<file path="src/rtl/rx_da_filter.sv">
module rx_da_filter #(
  parameter int ADDR_BYTES = 6,
  parameter int HASH_BITS  = 6
) (
  input  logic        clk,
  input  logic        rst_n,
  input  logic        in_valid,
  input  logic        in_first,
  input  logic        in_last,
  input  logic [7:0]  in_data,
  input  logic        cfg_rej_bcast,
  input  logic        cfg_hash_all,
  input  logic        cfg_promisc,
  input  logic [15:0] cfg_sta_hi,
  input  logic [31:0] cfg_sta_lo,
  input  logic [31:0] cfg_hash_lo,
  input  logic [31:0] cfg_hash_hi,
  output logic        dec_valid,
  output logic        dec_accept,
  output logic        dec_miss
);
  localparam int AW = ADDR_BYTES * 8;
  localparam int CW = $clog2(ADDR_BYTES + 1);

  function automatic logic [31:0] crc_step(input logic [31:0] c, input logic [7:0] d);
    logic [31:0] r;
    r = c;
    for (int i = 0; i < 8; i++)
      r = (r[0] ^ d[i]) ? ((r >> 1) ^ 32'hEDB88320) : (r >> 1);
    return r;
  endfunction

  logic          armed;
  logic [CW-1:0] cnt;
  logic [31:0]   crc;
  logic [AW-1:0] da;

  logic          take;
  logic [CW-1:0] cnt_nx;
  logic [31:0]   crc_nx;
  logic [AW-1:0] da_nx;
  logic          fin, early;
  logic [HASH_BITS-1:0] hidx;
  logic          is_bc, to_hash, hash_hit, uc_hit, miss_full, miss_d;

  assign take   = in_valid && (in_first || armed);
  assign cnt_nx = (in_first ? CW'(0) : cnt) + CW'(1);
  assign crc_nx = crc_step(in_first ? 32'hFFFFFFFF : crc, in_data);
  assign da_nx  = {da[AW-9:0], in_data};
  assign fin    = take && (cnt_nx == CW'(ADDR_BYTES));
  assign early  = take && in_last && (cnt_nx < CW'(ADDR_BYTES));

  assign hidx     = ~crc_nx[31 -: HASH_BITS];
  assign is_bc    = &da_nx;
  assign to_hash  = da_nx[AW-8] || cfg_hash_all;
  assign hash_hit = hidx[5] ? cfg_hash_hi[hidx[4:0]] : cfg_hash_lo[hidx[4:0]];
  assign uc_hit   = (da_nx == {cfg_sta_hi, cfg_sta_lo});
  assign miss_full = is_bc ? cfg_rej_bcast : (to_hash ? !hash_hit : !uc_hit);
  assign miss_d    = early || miss_full;

  always_ff @(posedge clk or negedge rst_n) begin
    if (!rst_n) begin
      armed <= 1'b0;
      cnt   <= '0;
      crc   <= 32'hFFFFFFFF;
      da    <= '0;
    end else if (take) begin
      armed <= !(fin || in_last);
      cnt   <= cnt_nx;
      crc   <= crc_nx;
      da    <= da_nx;
    end
  end

  always_ff @(posedge clk or negedge rst_n) begin
    if (!rst_n) begin
      dec_valid  <= 1'b0;
      dec_accept <= 1'b0;
      dec_miss   <= 1'b0;
    end else begin
      dec_valid <= fin || early;
      if (fin || early) begin
        dec_miss   <= miss_d;
        dec_accept <= !miss_d || cfg_promisc;
      end
    end
  end


  drop_is_miss_chk: assert property (@(posedge clk) disable iff (!rst_n)
    dec_valid && !dec_accept |-> dec_miss);


  promisc_keeps_chk: assert property (@(posedge clk) disable iff (!rst_n)
    (fin || early) && cfg_promisc |=> dec_valid && dec_accept);


  short_is_miss_chk: assert property (@(posedge clk) disable iff (!rst_n)
    early |=> dec_valid && dec_miss);


  stray_ignored_chk: assert property (@(posedge clk) disable iff (!rst_n)
    in_valid && !in_first && !armed |=> !dec_valid);


  strobe_source_chk: assert property (@(posedge clk) disable iff (!rst_n)
    !take |=> !dec_valid);
endmodule

</file>
<file path="config.mk">
export PLATFORM = sky130hd
export DESIGN_NAME = rx_da_filter
export DESIGN_NICKNAME = d
export VERILOG_FILES = /design/src/rtl/rx_da_filter.sv
export SDC_FILE = /design/constraint.sdc
export NUM_CORES = 1
export LEC_CHECK = 0
export BUFFER_PORTS_ARGS = -buffer_cell sky130_fd_sc_hd__buf_4
export CAP_MARGIN = 20
export CELL_PAD_IN_SITES_DETAIL_PLACEMENT = 1
export CELL_PAD_IN_SITES_GLOBAL_PLACEMENT = 2
export CORE_MARGIN = 5
export CORE_UTILIZATION = 31
export DETAILED_ROUTE_END_ITERATION = 10
export GPL_ROUTABILITY_DRIVEN = 0
export GPL_TIMING_DRIVEN = 0
export PLACE_DENSITY_LB_ADDON = 0.08
export SYNTH_ARGS = -nofsm -noshare
export SYNTH_HDL_FRONTEND = slang
export SYNTH_SLANG_ARGS = --single-unit
</file>
<file path="constraint.sdc">
create_clock -name clk -period 2.9 [get_ports clk]
set_input_delay 0.29 -clock clk [delete_from_list [all_inputs] [get_ports clk]]
set_output_delay 0.29 -clock clk [all_outputs]
set_load 0.005 [all_outputs]
</file>
; Yosys cells after proc, flatten, opt, wreduce, memory -nomap -nowiden
; Cells that the tools add are included.
[totals]
reg_bits = 79
out_inout_bits = 3
[classes]
addsub = 1
n_lt_le_gt_ge = 2
n_eq_ne = 2
n_mux = 17
n_bitwise = 17
reduce_logical = 15
[op_table]
columns = operator, count
row1 = 32-bit two-way mux, 9
row2 = 13-bit NOT with 14-bit output, 8
row3 = 48-bit equality test, 1
row4 = 48-bit AND reduction, 1
row5 = 1-bit binary-select mux with 5-bit select, 2
row6 = 1-bit bitwise XOR, 8
row7 = 1-bit logical OR, 6
row8 = 5-bit by 6-bit less-than comparator with 1-bit output (second input constant), 1
row9 = 6-bit NOT, 1
row10 = 1-bit two-way mux, 5
row11 = 1-bit logical AND, 4
row12 = 1-bit logical NOT, 4
row13 = 3-bit by 1-bit adder with 3-bit output (second input constant), 1
row14 = 3-bit equality test (second input constant), 1
row15 = 3-bit less-than comparator (second input constant), 1
row16 = 3-bit two-way mux, 1

; Longest topological paths before layout
[depth]
word_depth = 27
ltp_mapped = 12
depth_no_buf = 10

; Least setup slack after synthesis
; Ideal clock, no wire load.
[synth_path]
kind = reg-to-reg
from = reg crc[0]
to = reg dec_accept
arrival_time_ps = 2849
required_time_ps = 2774
slack_ps = -75
path_stages_with_launch = 12
n_path_buf = 1
synth_period_minus_slack_ps = 2975
cell_sequence = dfstp_2 -> buf_4 -> xnor2_1 -> nor2_2 -> xnor3_2 -> xnor3_2 -> mux4_1 -> mux2i_1 -> nand4_1 -> o211a_2 -> a31oi_1 -> a21oi_1
[synth_between]
elab_chain_cells = 22
[synth_lines]
columns = item, line_no
row1 = "start, declared", 35  ; logic [31:0] crc;
row2 = "start signal, assigned", 70  ; crc <= crc_nx;
row3 = 32-bit two-way mux (*), 48  ; assign crc_nx = crc_step(in_first ? 32'hFFFFFFFF : crc, in_data);
row4 = 1-bit bitwise XOR (*), 29  ; r = (r[0] ^ d[i]) ? ((r >> 1) ^ 32'hEDB88320) : (r >> 1);
row5 = 32-bit two-way mux (*) (6 in a row), 29
row6 = 1-bit bitwise XOR (*), 29
row7 = 32-bit two-way mux (*), 29
row8 = 13-bit NOT with 14-bit output (no source line), -
row9 = 32-bit two-way mux (*), 29
row10 = 6-bit NOT (*), 53  ; assign hidx = ~crc_nx[31 -: HASH_BITS];
row11 = 1-bit binary-select mux with 5-bit select, 56  ; assign hash_hit = hidx[5] ? cfg_hash_hi[hidx[4:0]] : cfg_hash_lo[hidx[4:0]];
row12 = 1-bit two-way mux (implied by the code), 56
row13 = 1-bit two-way mux (*), 56
row14 = 1-bit logical NOT (*), 58  ; assign miss_full = is_bc ? cfg_rej_bcast : (to_hash ? !hash_hit : !uc_hit);
row15 = 1-bit two-way mux (*) (2 in a row), 58
row16 = 1-bit logical OR (*), 59  ; assign miss_d = early || miss_full;
row17 = 1-bit logical NOT (*), 84  ; dec_accept <= !miss_d || cfg_promisc;
row18 = 1-bit logical OR (*), 84
row19 = "end signal, assigned", 84
row20 = "end, declared", 19  ; output logic dec_accept,
; Mark *: on every way between the ends. The rest lies on a longest branch, timed or not. The select of a mux whose other input is x is not followed.
; A chain may end at the register's enable or synchronous reset.

; Worst setup path after layout
[layout_path]
from = reg crc[4]
to = reg dec_accept
[layout_between]
elab_chain_cells = 22
[layout_lines]
columns = item, line_no
row1 = 32-bit two-way mux (*), 48
row2 = 32-bit two-way mux (*) (4 in a row), 29
row3 = 1-bit bitwise XOR (*), 29
row4 = 32-bit two-way mux (*) (2 in a row), 29
row5 = 13-bit NOT with 14-bit output (no source line) or 32-bit two-way mux (tied branches), -
row6 = 32-bit two-way mux (*), 29
row7 = 13-bit NOT with 14-bit output (no source line) or 32-bit two-way mux (tied branches), -
row8 = 32-bit two-way mux (*), 29
row9 = 6-bit NOT (*), 53
row10 = 1-bit binary-select mux with 5-bit select, 56
row11 = 1-bit two-way mux (implied by the code), 56
row12 = 1-bit two-way mux (*), 56
row13 = 1-bit logical NOT (*), 58
row14 = 1-bit two-way mux (*) (2 in a row), 58
row15 = 1-bit logical OR (*), 59
row16 = 1-bit logical NOT (*), 84
row17 = 1-bit logical OR (*), 84
; Marked as above.

==> flow_summary.json <==
{
  "fmax_mhz": 329,
  "grt_max_degree": 80,
  "vdd_ir_drop_max_mv": 0.619,
  "finalPower_w": 0.00894,
  "nFillCells": 1975,
  "tightest_slew_ps": 749,
  "p_per_area_mw_per_mm2": 1200,
  "p_clk_share_pct": 13.6,
  "netlist_area_mm2": 0.00552,
  "synth_edf_count": 0,
  "ys_ff_latch": 79,
  "reg2reg_to": "dec_accept",
  "placementRows": 48,
  "drt_wl_total_um": 19500,
  "ios": 131,
  "startpoint_type": "flop",
  "synth_adder_area_share_pct": 0.454,
  "grt_pass1_vias": 5254,
  "diodes": 0,
  "worstPathCellList": "buf_6, xnor2_2, o21ai_2, nand2_4, xnor3_2, buf_6, mux4_2, a211oi_2, o311ai_4, a31oi_4, a21oi_2",
  "layout_common_cells": "buf_4, xnor2_1, nand2_1, xor2_1, dfrtp_1",
  "h-tree-depth": 3,
  "cp_max_fo": 7,
  "synth_ff_type": "dfrtp_1",
  "slowest_stage": "dfstp_2",
  "cts_tree": "built",
  "relSlewSlack_pct": 49.6,
  "synthXorXnorAreaFrac_pct": 24.9,
  "finalWorstSetupSlack_ps": -140,
  "fin_crit_sh_pct": 105,
  "clock_sinks": 79,
  "antenna_found_initial": 0,
  "dieHeight_um": 143,
  "slew_violations": 0,
  "track_usage_pct": 19.4,
  "rrSetupSlack_ps": -140,
  "vias": 4700,
  "worstSetupStartpoint": "crc[4]",
  "p_sw_share_pct": 41.5,
  "final_common_cell": "buf_4",
  "syn_nets": 672,
  "layout-drive-gt1-share_pct": 42.3,
  "maxCapViolations": 0,
  "die-area_mm2": 0.0206,
  "drt_iter0_markers": 223,
  "die_w_um": 143,
  "clock_latency_ps": 340,
  "cts_buffer_depth": 2,
  "layout_min_cycle_time_ps": 3040,
  "rsz0062_at_grt": "yes",
  "max_stage_delay_ps": 520,
  "seq_area_frac_synth_pct": 36.6,
  "switching_power_w": 0.00371,
  "syn_avg_cell_area_um2": 10.2,
  "worstHoldPathType": "in2reg",
  "synth.area.mux_share_pct": 12.2,
  "cpMostUsedCell": "buf_6",
  "setup_viol": 2,
  "dp_hpwl_um": 14400,
  "remaining_drc_errors": 0,
  "p_seq_share_pct": 25.2,
  "rr_startpoint": "crc[4]",
  "syn-instance-count": 542,
  "worstSetupEndpointType": "flop",
  "cp.required_ps": 3130,
  "path_clk_slew_ps": 60,
  "fin_area_mm2": 0.00747,
  "ys_warn_count": 0,
  "cts_made_buffers": 9,
  "area_delta_synth_final_pct": 35.5,
  "grt_overflow": 0,
  "hold_path_end": "dec_accept",
  "finalHoldViolations": 0,
  "p_leak_nw": 3.13,
  "comb_power_share_pct": 61.2,
  "ant_nets": 0,
  "grt_pass1_wl_um": 30200,
  "core_area_mm2": 0.0174,
  "status": "complete, but fails checks",
  "finalClockSkew_ps": 8.54,
  "synth_top_family_by_area": "XOR/XNOR gates",
  "fin_hold_ws_ps": 189,
  "critPathKind": "reg2reg",
  "ys_types": 56,
  "synth-compound-area-share_pct": 10.6,
  "tns_ps": -275,
  "place_area_mm2": 0.00673,
  "portBuffers": 124,
  "r2r_cells": 11,
  "synthSimpleGateAreaFrac_pct": 11.6,
  "start_util_pct": 31.8,
  "async_reset_ff_share_pct": 100,
  "first_pass_iters": 4,
  "cts.root.buffer_cell": "clkbuf_16",
  "routed_via_density": 5.06,
  "p_int_w": 0.00523,
  "crit_arrival_ps": 3270,
  "min-delay-start": "cfg_promisc",
  "violations": "setup timing",
  "hold_depth": 3,
  "wl_per_cell_um": 21.0,
  "nets": 830
}
[repair_timing]
item / in CTS / in global routing
pin swaps: 8 / 12
hold endpoints to repair: 0 / 10
setup endpoints to repair: 4 / 13
buffers inserted: 11 / 11
resized for setup: 15 / 35
hold buffers: 0 / 1
[per-stage QoR]
step | cells | setup slack, ps | util (%)
final | 929 | -140 | 43.1
after global routing | 929 | -267 | 43.1
after CTS | 916 | -341 | 41.5
after detailed placement | 891 | -750 | 38.8
after global placement | 891 | -748 | 38.8
after floorplan | 542 | -74.6 | -
[cell usage after synthesis, types with 7 or more instances]
library cell / instances / area share (%)
nor2_1: 34 / 2.3
clkbuf_1: 13 / 0.88
nand4_1: 18 / 2.0
nor4_1: 15 / 1.7
buf_4: 8 / 1.1
a221oi_1: 9 / 1.4
nand2_1: 52 / 3.5
mux2i_1: 7 / 1.3
inv_1: 10 / 0.68
xor2_1: 54 / 8.6
buf_2: 7 / 0.64
o21ai_0: 43 / 3.9
nor3_1: 7 / 0.64
mux2_2: 42 / 8.6
xnor2_1: 71 / 11
dfrtp_1: 47 / 21
dfstp_2: 32 / 15
[worst max-delay path, delay by kind of cell (launching register included)]
| kind | cells | cell delay [ps] |
|---|---|---|
| and+or+nand+nor | 1 | 120 |
| xor gates and xnor gates | 2 | 490 |
| DFF | 1 | 520 |
| AOI/OAI and AO/OA | 5 | 970 |
| muxes | 1 | 520 |
| buffers and inverters | 2 | 310 |
[area by class of cell]
type | instances | area [um2] | area share, %
clock buffers | 10 | 229 | 3.06
multi-input cells | 421 | 3490 | 46.7
well taps | 225 | 282 | 3.77
plain buffers | 30 | 185 | 2.48
flip-flops and latches | 79 | 2020 | 27.0
repair buffers | 148 | 1150 | 15.3
clock inverters | 5 | 81.3 | 1.09
inverters | 11 | 41.3 | 0.552
[state kept, by name, indices dropped and copies added, names as in the netlist]
signal	flops
armed	1
dec_miss	1
da	40
dec_accept	1
cnt	3
crc	32
dec_valid	1
[metal layers]
metal  vias up  track usage, %  wire [um]
li1       2215               -          -
met1      2335            27.5       9570
met2       129            29.8       8590
met3        21            4.26        970
met4         0            5.85        340
met5         -               0          0
[power by group through the flow]
stage,logic [W],clock network (W),registers (W)
2_1_floorplan,0.00352,0,0.00202
3_3_place_gp,0.00456,0,0.00221
3_5_place_dp,0.00465,0,0.00222
4_1_cts,0.00508,0.00125,0.00223
5_1_grt,0.00593,0.00129,0.00232
6_report,0.00547,0.00122,0.00225
[cells by family (layout without fill, tap and decap cells)]
kind of cell             Yosys count  after routing
XOR/XNOR                         138            138
AND/OR/NAND/NOR                  138            138
AO/OA/AOI/OAI                     89             89
multiplexers                      54             54
adder cells (fa/ha/maj)            2              2
buffers and inverters             42            204
flip-flops                        79             79
[worst max path at each step]
stage	end	cells after the start
CTS	dec_accept	10
detailed placement	dec_accept	11
global route	dec_miss	12
global placement	dec_accept	12
floorplan	dec_accept	11
finish	dec_accept	11
(Power assumes the default switching activity.)
